--- src/rtl/doorbell_router_pkg.sv ---
package doorbell_router_pkg;

  // register offsets (byte addresses)
  localparam int OFF_SEND    = 'h0C;
  localparam int OFF_RECV    = 'h10;
  localparam int OFF_ENABLE  = 'h14;
  localparam int OFF_DISABLE = 'h18;
  localparam int OFF_CLEAR   = 'h1C;
  localparam int OFF_CLI_CLR = 'h38;

  localparam logic [31:0] NONE_PENDING = 32'hFFFF_FFFF;

  // strobes from control to datapath, range already checked
  typedef struct packed {
    logic        loopSet;
    logic        setEn;
    logic        setDis;
    logic        clrOne;
    logic        clrClient;
    logic [15:0] client;
    logic [15:0] signal;
  } dpStrobe_t;

endpackage

--- src/rtl/doorbell_router_ctrl.sv ---
module doorbell_router_ctrl
  import doorbell_router_pkg::*;
#(
  parameter int NUM_CLIENTS  = 4,
  parameter int NUM_SIGNALS  = 8,
  parameter int LOCAL_CLIENT = 1,
  parameter int ADDR_W       = 8
) (
  input  logic              clk,
  input  logic              rstN,
  input  logic              busSel,
  input  logic              busWr,
  input  logic [ADDR_W-1:0] busAddr,
  input  logic [31:0]       busWdata,
  input  logic [31:0]       recvId,
  output dpStrobe_t         stb,
  output logic [31:0]       busRdata,
  output logic              rdValid,
  output logic              sendValid,
  output logic [15:0]       sendClient,
  output logic [15:0]       sendSignal
);

  localparam logic [15:0] NC16    = 16'(NUM_CLIENTS);
  localparam logic [15:0] NS16    = 16'(NUM_SIGNALS);
  localparam logic [15:0] LOCAL16 = 16'(LOCAL_CLIENT);

  logic [15:0] wrClient;
  logic [15:0] wrSignal;
  logic        clientOk;
  logic        idOk;
  logic        wrEv;
  logic        isLocal;

  assign wrClient = busWdata[31:16];
  assign wrSignal = busWdata[15:0];
  assign clientOk = wrClient < NC16;
  assign idOk     = clientOk && (wrSignal < NS16);
  assign wrEv     = busSel && busWr;
  assign isLocal  = wrClient == LOCAL16;

  always_comb begin
    stb           = '0;
    stb.client    = wrClient;
    stb.signal    = wrSignal;
    stb.loopSet   = wrEv && (busAddr == ADDR_W'(OFF_SEND)) && idOk && isLocal;
    stb.setEn     = wrEv && (busAddr == ADDR_W'(OFF_ENABLE)) && idOk;
    stb.setDis    = wrEv && (busAddr == ADDR_W'(OFF_DISABLE)) && idOk;
    stb.clrOne    = wrEv && (busAddr == ADDR_W'(OFF_CLEAR)) && idOk;
    stb.clrClient = wrEv && (busAddr == ADDR_W'(OFF_CLI_CLR)) && clientOk;
  end

  // outbound doorbell, registered
  always_ff @(posedge clk or negedge rstN) begin
    if (!rstN) begin
      sendValid  <= 1'b0;
      sendClient <= '0;
      sendSignal <= '0;
    end else begin
      sendValid <= wrEv && (busAddr == ADDR_W'(OFF_SEND)) && idOk && !isLocal;
      if (wrEv && (busAddr == ADDR_W'(OFF_SEND))) begin
        sendClient <= wrClient;
        sendSignal <= wrSignal;
      end
    end
  end

  // one-cycle read path
  always_ff @(posedge clk or negedge rstN) begin
    if (!rstN) begin
      rdValid  <= 1'b0;
      busRdata <= '0;
    end else begin
      rdValid <= busSel && !busWr;
      if (busSel && !busWr)
        busRdata <= (busAddr == ADDR_W'(OFF_RECV)) ? recvId : 32'd0;
    end
  end

endmodule

--- src/rtl/doorbell_router_dp.sv ---
module doorbell_router_dp
  import doorbell_router_pkg::*;
#(
  parameter int NUM_CLIENTS = 4,
  parameter int NUM_SIGNALS = 8,
  localparam int TOTAL      = NUM_CLIENTS * NUM_SIGNALS,
  localparam int IW         = $clog2(TOTAL)
) (
  input  logic             clk,
  input  logic             rstN,
  input  dpStrobe_t        stb,
  input  logic             inValid,
  input  logic [15:0]      inClient,
  input  logic [15:0]      inSignal,
  output logic [TOTAL-1:0] pendVec,
  output logic [TOTAL-1:0] enVec,
  output logic [31:0]      recvId,
  output logic             irqOut
);

  function automatic logic [IW-1:0] flatIdx(logic [15:0] c, logic [15:0] s);
    return IW'(c * 16'(NUM_SIGNALS) + s);
  endfunction

  logic [TOTAL-1:0] setVec;
  logic [TOTAL-1:0] clrVec;
  logic [TOTAL-1:0] hitVec;
  logic             inOk;

  assign inOk = inValid && (inClient < 16'(NUM_CLIENTS)) && (inSignal < 16'(NUM_SIGNALS));

  always_comb begin
    setVec = '0;
    if (inOk)        setVec[flatIdx(inClient, inSignal)] = 1'b1;
    if (stb.loopSet) setVec[flatIdx(stb.client, stb.signal)] = 1'b1;
  end

  always_comb begin
    clrVec = '0;
    if (stb.clrOne) clrVec[flatIdx(stb.client, stb.signal)] = 1'b1;
    if (stb.clrClient)
      for (int s = 0; s < NUM_SIGNALS; s++)
        clrVec[flatIdx(stb.client, 16'(s))] = 1'b1;
  end

  // set is applied after clear so a coincident arrival is never lost
  always_ff @(posedge clk or negedge rstN) begin
    if (!rstN) pendVec <= '0;
    else       pendVec <= (pendVec & ~clrVec) | setVec;
  end

  always_ff @(posedge clk or negedge rstN) begin
    if (!rstN) enVec <= '0;
    else if (stb.setEn)  enVec[flatIdx(stb.client, stb.signal)] <= 1'b1;
    else if (stb.setDis) enVec[flatIdx(stb.client, stb.signal)] <= 1'b0;
  end

  assign hitVec = pendVec & enVec;
  assign irqOut = |hitVec;

  // lowest flat index wins: lowest client, then lowest signal
  always_comb begin
    recvId = NONE_PENDING;
    for (int i = TOTAL - 1; i >= 0; i--)
      if (hitVec[i]) recvId = {16'(i / NUM_SIGNALS), 16'(i % NUM_SIGNALS)};
  end

endmodule

--- src/rtl/doorbell_router.sv ---
module doorbell_router
  import doorbell_router_pkg::*;
#(
  parameter int NUM_CLIENTS  = 4,
  parameter int NUM_SIGNALS  = 8,
  parameter int LOCAL_CLIENT = 1,
  parameter int ADDR_W       = 8
) (
  input  logic              clk,
  input  logic              rstN,
  input  logic              busSel,
  input  logic              busWr,
  input  logic [ADDR_W-1:0] busAddr,
  input  logic [31:0]       busWdata,
  output logic [31:0]       busRdata,
  output logic              rdValid,
  input  logic              inValid,
  input  logic [15:0]       inClient,
  input  logic [15:0]       inSignal,
  output logic              sendValid,
  output logic [15:0]       sendClient,
  output logic [15:0]       sendSignal,
  output logic              irqOut
);

  localparam int TOTAL = NUM_CLIENTS * NUM_SIGNALS;

  dpStrobe_t        stb;
  logic [31:0]      recvId;
  logic [TOTAL-1:0] pendVec;
  logic [TOTAL-1:0] enVec;

  doorbell_router_ctrl #(
    .NUM_CLIENTS (NUM_CLIENTS),
    .NUM_SIGNALS (NUM_SIGNALS),
    .LOCAL_CLIENT(LOCAL_CLIENT),
    .ADDR_W      (ADDR_W)
  ) ctrl_i (
    .clk       (clk),
    .rstN      (rstN),
    .busSel    (busSel),
    .busWr     (busWr),
    .busAddr   (busAddr),
    .busWdata  (busWdata),
    .recvId    (recvId),
    .stb       (stb),
    .busRdata  (busRdata),
    .rdValid   (rdValid),
    .sendValid (sendValid),
    .sendClient(sendClient),
    .sendSignal(sendSignal)
  );

  doorbell_router_dp #(
    .NUM_CLIENTS(NUM_CLIENTS),
    .NUM_SIGNALS(NUM_SIGNALS)
  ) dp_i (
    .clk     (clk),
    .rstN    (rstN),
    .stb     (stb),
    .inValid (inValid),
    .inClient(inClient),
    .inSignal(inSignal),
    .pendVec (pendVec),
    .enVec   (enVec),
    .recvId  (recvId),
    .irqOut  (irqOut)
  );

endmodule

--- config.mk ---
export PLATFORM = sky130hd
export DESIGN_NAME = doorbell_router
export DESIGN_NICKNAME = d
export VERILOG_FILES = /design/src/rtl/doorbell_router_pkg.sv /design/src/rtl/doorbell_router_ctrl.sv /design/src/rtl/doorbell_router_dp.sv /design/src/rtl/doorbell_router.sv
export SDC_FILE = /design/constraint.sdc
export NUM_CORES = 1
export LEC_CHECK = 0
export BUFFER_PORTS_ARGS = -buffer_cell sky130_fd_sc_hd__buf_2
export CAP_MARGIN = 10
export CORE_ASPECT_RATIO = 0.9
export CORE_MARGIN = 2
export CORE_UTILIZATION = 30
export DETAILED_ROUTE_END_ITERATION = 7
export PLACE_DENSITY = 0.53
export SYNTH_ARGS = -nofsm -noshare
export SYNTH_HDL_FRONTEND = slang
export SYNTH_SLANG_ARGS = --single-unit
--- constraint.sdc ---
create_clock -name clk -period 2.2 [get_ports clk]
set_input_delay 0.66 -clock clk [delete_from_list [all_inputs] [get_ports clk]]
set_output_delay 0.66 -clock clk [all_outputs]
set_load 0.03 [all_outputs]
==> impl_metrics.toml <==
[detailed_routing]
top_layer = "met4"
wl_met1_microns = 9120
avgRoutedWirePerCell_microns = 20.76
antenna_left = 0
drc = 0
wl_met3_microns = 1942
drt_iter0_drc = 434
drtPass1Iterations = 5
vias = 5890
vias_per_cell = 5.588
dr_wl_met2_microns = 10110
routed_wl_microns = 21880

[worst_setup_path]
worst-r2r-setup-slack_ns = 0.17
rr_endpoint = "ctrl_i.busRdata[30]"
critical_path_required_ns = 1.54
crit_fanout = 2
timing.critical_path.buf_inv = 1
path_cells = "a22oi_1, and4_4, nand3_2, or3_4, buf_6"
start_kind = "flop"
reg2reg_from = "dp_i.pendVec[23]"
cp-end-kind = "primary output"
criticalPathCategory = "flop to primary output"
r2r.worst_path.cells = 7
cp_slowest_cell = "dfrtp_1"
cpPeakStageDelay_ns = 0.41
critPathTopFamily = "simple AND/OR/NAND/NOR gates"
arrival_ns = 1.99

[clocking]
htree_levels = 3
clock_latency_ns = 0.36
numClockSinks = 104
cts_hold_buf = 0
clockRootBuffer = "clkbuf_16"
path_clk_slew_ns = 0.07
cts_buffers = 9
cts_tree = "yes"
cts_max_path_buffers = 2

[die]
dieArea_sq_um = 19810
fp.dieH_microns = 133.7
initial_core_util_pct = 30.58
boundaryPins = 144
die_width_microns = 148.2
rows = 47
core_area_sq_um = 18350

[yosys]
syn_area_sq_um = 5610
async_flop_share_pct = 100.0
yosys.area_share.xor_xnor_pct = 0.9367
synth.area.mux_share_pct = 6.423
synth-compound-area-share_pct = 25.18
yosys_warnings = 0
synth_fa_ha_area_share_pct = 0.4460
synthSimpleGateAreaFrac_pct = 14.72
synth_nets = 626
synthFlopType = "dfrtp_1"
synth_top_area_share_pct = 46.39
synth_top_family_by_area = "compound AO/OA/AOI/OAI gates"
yosys.cell_types.count = 50
syn_area_per_cell_sq_um = 10.26
synth_edf_count = 0
syn_inst = 547
ys_ff_latch = 104
synth.largest_area_cell = "dfrtp_1"
yosys-top-cells-area = "dfrtp_1, mux2_2, o21ai_0"
synth.yosys.seq_area_share_pct = 46.39

[place]
post-dp-hpwl_microns = 15200
io_buffers = 143
routabilityCongestion = 0.8767
dpl_cell_area_sq_um = 7557

[final_layout]
fin_area_sq_um = 8793
area_growth_pct = 56.73
antennaDiodeCount = 0
drive_above_1_share_pct = 50.56
nNetsFinal = 884

[global_route]
track_usage_pct = 22.19
grt_pass1_vias = 6070
grt.overflow.total = 0
antenna_found_initial = 0
grt_pass1_wl_microns = 33730
grt_max_degree = 40

[timing]
worst_pin_slew_ns = 0.7390
final-hold-violation-count = 0
setup_viol = 66
slew_headroom_pct = 50.36
fin_skew_ns = 0.005110
timing.fmax_mhz = 378.0
setup_ws_ns = -0.4452
period_needed_ns = 2.645
drv_slew = 0
finalCritPeriodShare_pct = 120.2
rsz0062_at_grt = "yes"

[power_and_ir_drop]
peakVddDrop_v = 0.0003457
p_leak_nw = 4.130
power.total_mw = 4.172
p_per_area_nw_per_um2 = 474.4

[run]
drv_cap = 0

[status]
violations = "negative setup slack"
status = "complete, but fails checks"

[worst_hold_path]
min-delay-path-class = "input pin to async pin"
## worst max path at each step
stage	slack, ns	start	cells past startpoint	endpoint
2_1_floorplan	-0.26	busWdata[10]	7	dp_i.pendVec[27]
3_3_place_gp	-0.58	busWdata[12]	7	dp_i.pendVec[26]
3_5_place_dp	-0.63	busWdata[12]	7	dp_i.pendVec[26]
4_1_cts	-0.43	dp_i.pendVec[21]	6	irqOut
5_1_grt	-0.50	flop	6	irqOut
6_report	-0.45	dp_i.pendVec[23]	5	irqOut
## report_power, final
| part | switching [mW] | internal, mW | leakage, nW |
|---|---|---|---|
| Combinational | 0.309 | 0.189 | 2.54 |
| Sequential | 0.00873 | 1.93 | 1.45 |
| Clock | 0.743 | 0.994 | 0.143 |
## Yosys cell counts, types with 9 or more instances
cell,count
a221o_1,29
o311a_1,16
nor4_1,11
buf_4,26
nor2_1,24
dfrtp_1,104
o31ai_1,33
buf_1,9
nor3_1,10
nand3_1,11
a22oi_1,12
clkbuf_1,17
a31oi_1,14
nand4_1,17
and3_1,11
nand2_1,36
o21ai_0,59
mux2_2,32
## timing repair
item,CTS,global route
pin swaps,28,17
cloned,12,0
gates resized for setup,89,42
setup endpoints to repair,63,66
buffers inserted,10,5
## routing by layer
layer,vias to the layer above,track usage (%)
met4,0,7.989
met3,46,6.610
met5,-,0
met2,341,35.21
li1,2661,-
met1,2842,28.82
## cells by family (layout without fill, tap and decap cells)
| logic type | after synthesis | after routing |
|---|---|---|
| multiplexers | 32 | 32 |
| adder cells (fa/ha/maj) | 2 | 2 |
| flip-flops | 104 | 104 |
| AO/OA/AOI/OAI | 192 | 192 |
| XOR/XNOR | 6 | 6 |
| AND/OR/NAND/NOR | 153 | 153 |
| buffers and inverters | 58 | 320 |
## worst reg2reg max path: cells and delay by family (launching register included)
family | cells | cell delay (ns)
simple gates | 3 | 0.73
compound gates | 2 | 0.55
flops | 1 | 0.41
buf+inv | 2 | 0.26
## metrics by stage
stage | setup slack (ns) | hold slack (ns) | util, % | setup TNS, ns | cells
after global routing | -0.5004 | 0.2254 | 47.93 | -12.36 | 1054
after detailed placement | -0.6255 | 0.4738 | 41.19 | -35.93 | 1019
after CTS | -0.4327 | 0.2147 | 47.10 | -5.639 | 1056
after global placement | -0.5791 | 0.4574 | 41.19 | -32.56 | 1019
after floorplan | -0.2556 | 0.3644 | - | -6.470 | 547
final | -0.4452 | 0.2140 | 47.93 | -8.632 | 1054
## cells in the final DEF, fill, tap and decap left out, types with 9 or more instances in the layout
cell type	netlist	layout
a31oi_1	14	14
and3_1	11	11
nand3_1	11	10
nand4_1	17	17
buf_4	26	134
o31ai_4	0	29
o21ai_0	59	23
a22oi_1	12	10
clkbuf_16	0	9
mux2_2	32	32
dfrtp_1	104	104
nand2_1	36	34
o21ai_1	0	34
nor2_1	24	16
a221o_1	29	29
buf_12	0	17
buf_2	1	139
o311a_1	16	16
## layout make-up
class | count | area [sq um]
Clock buffer | 12 | 236.5
Clock inverter | 3 | 67.56
Fill cell | 1738 | 9554
Inverter | 3 | 11.26
Multi-Input combinational cell | 385 | 3311
Sequential cell | 104 | 2603
Tap cell | 245 | 306.5
Timing Repair Buffer | 302 | 2258
Note: power is estimated with default switching activity, not from simulation.
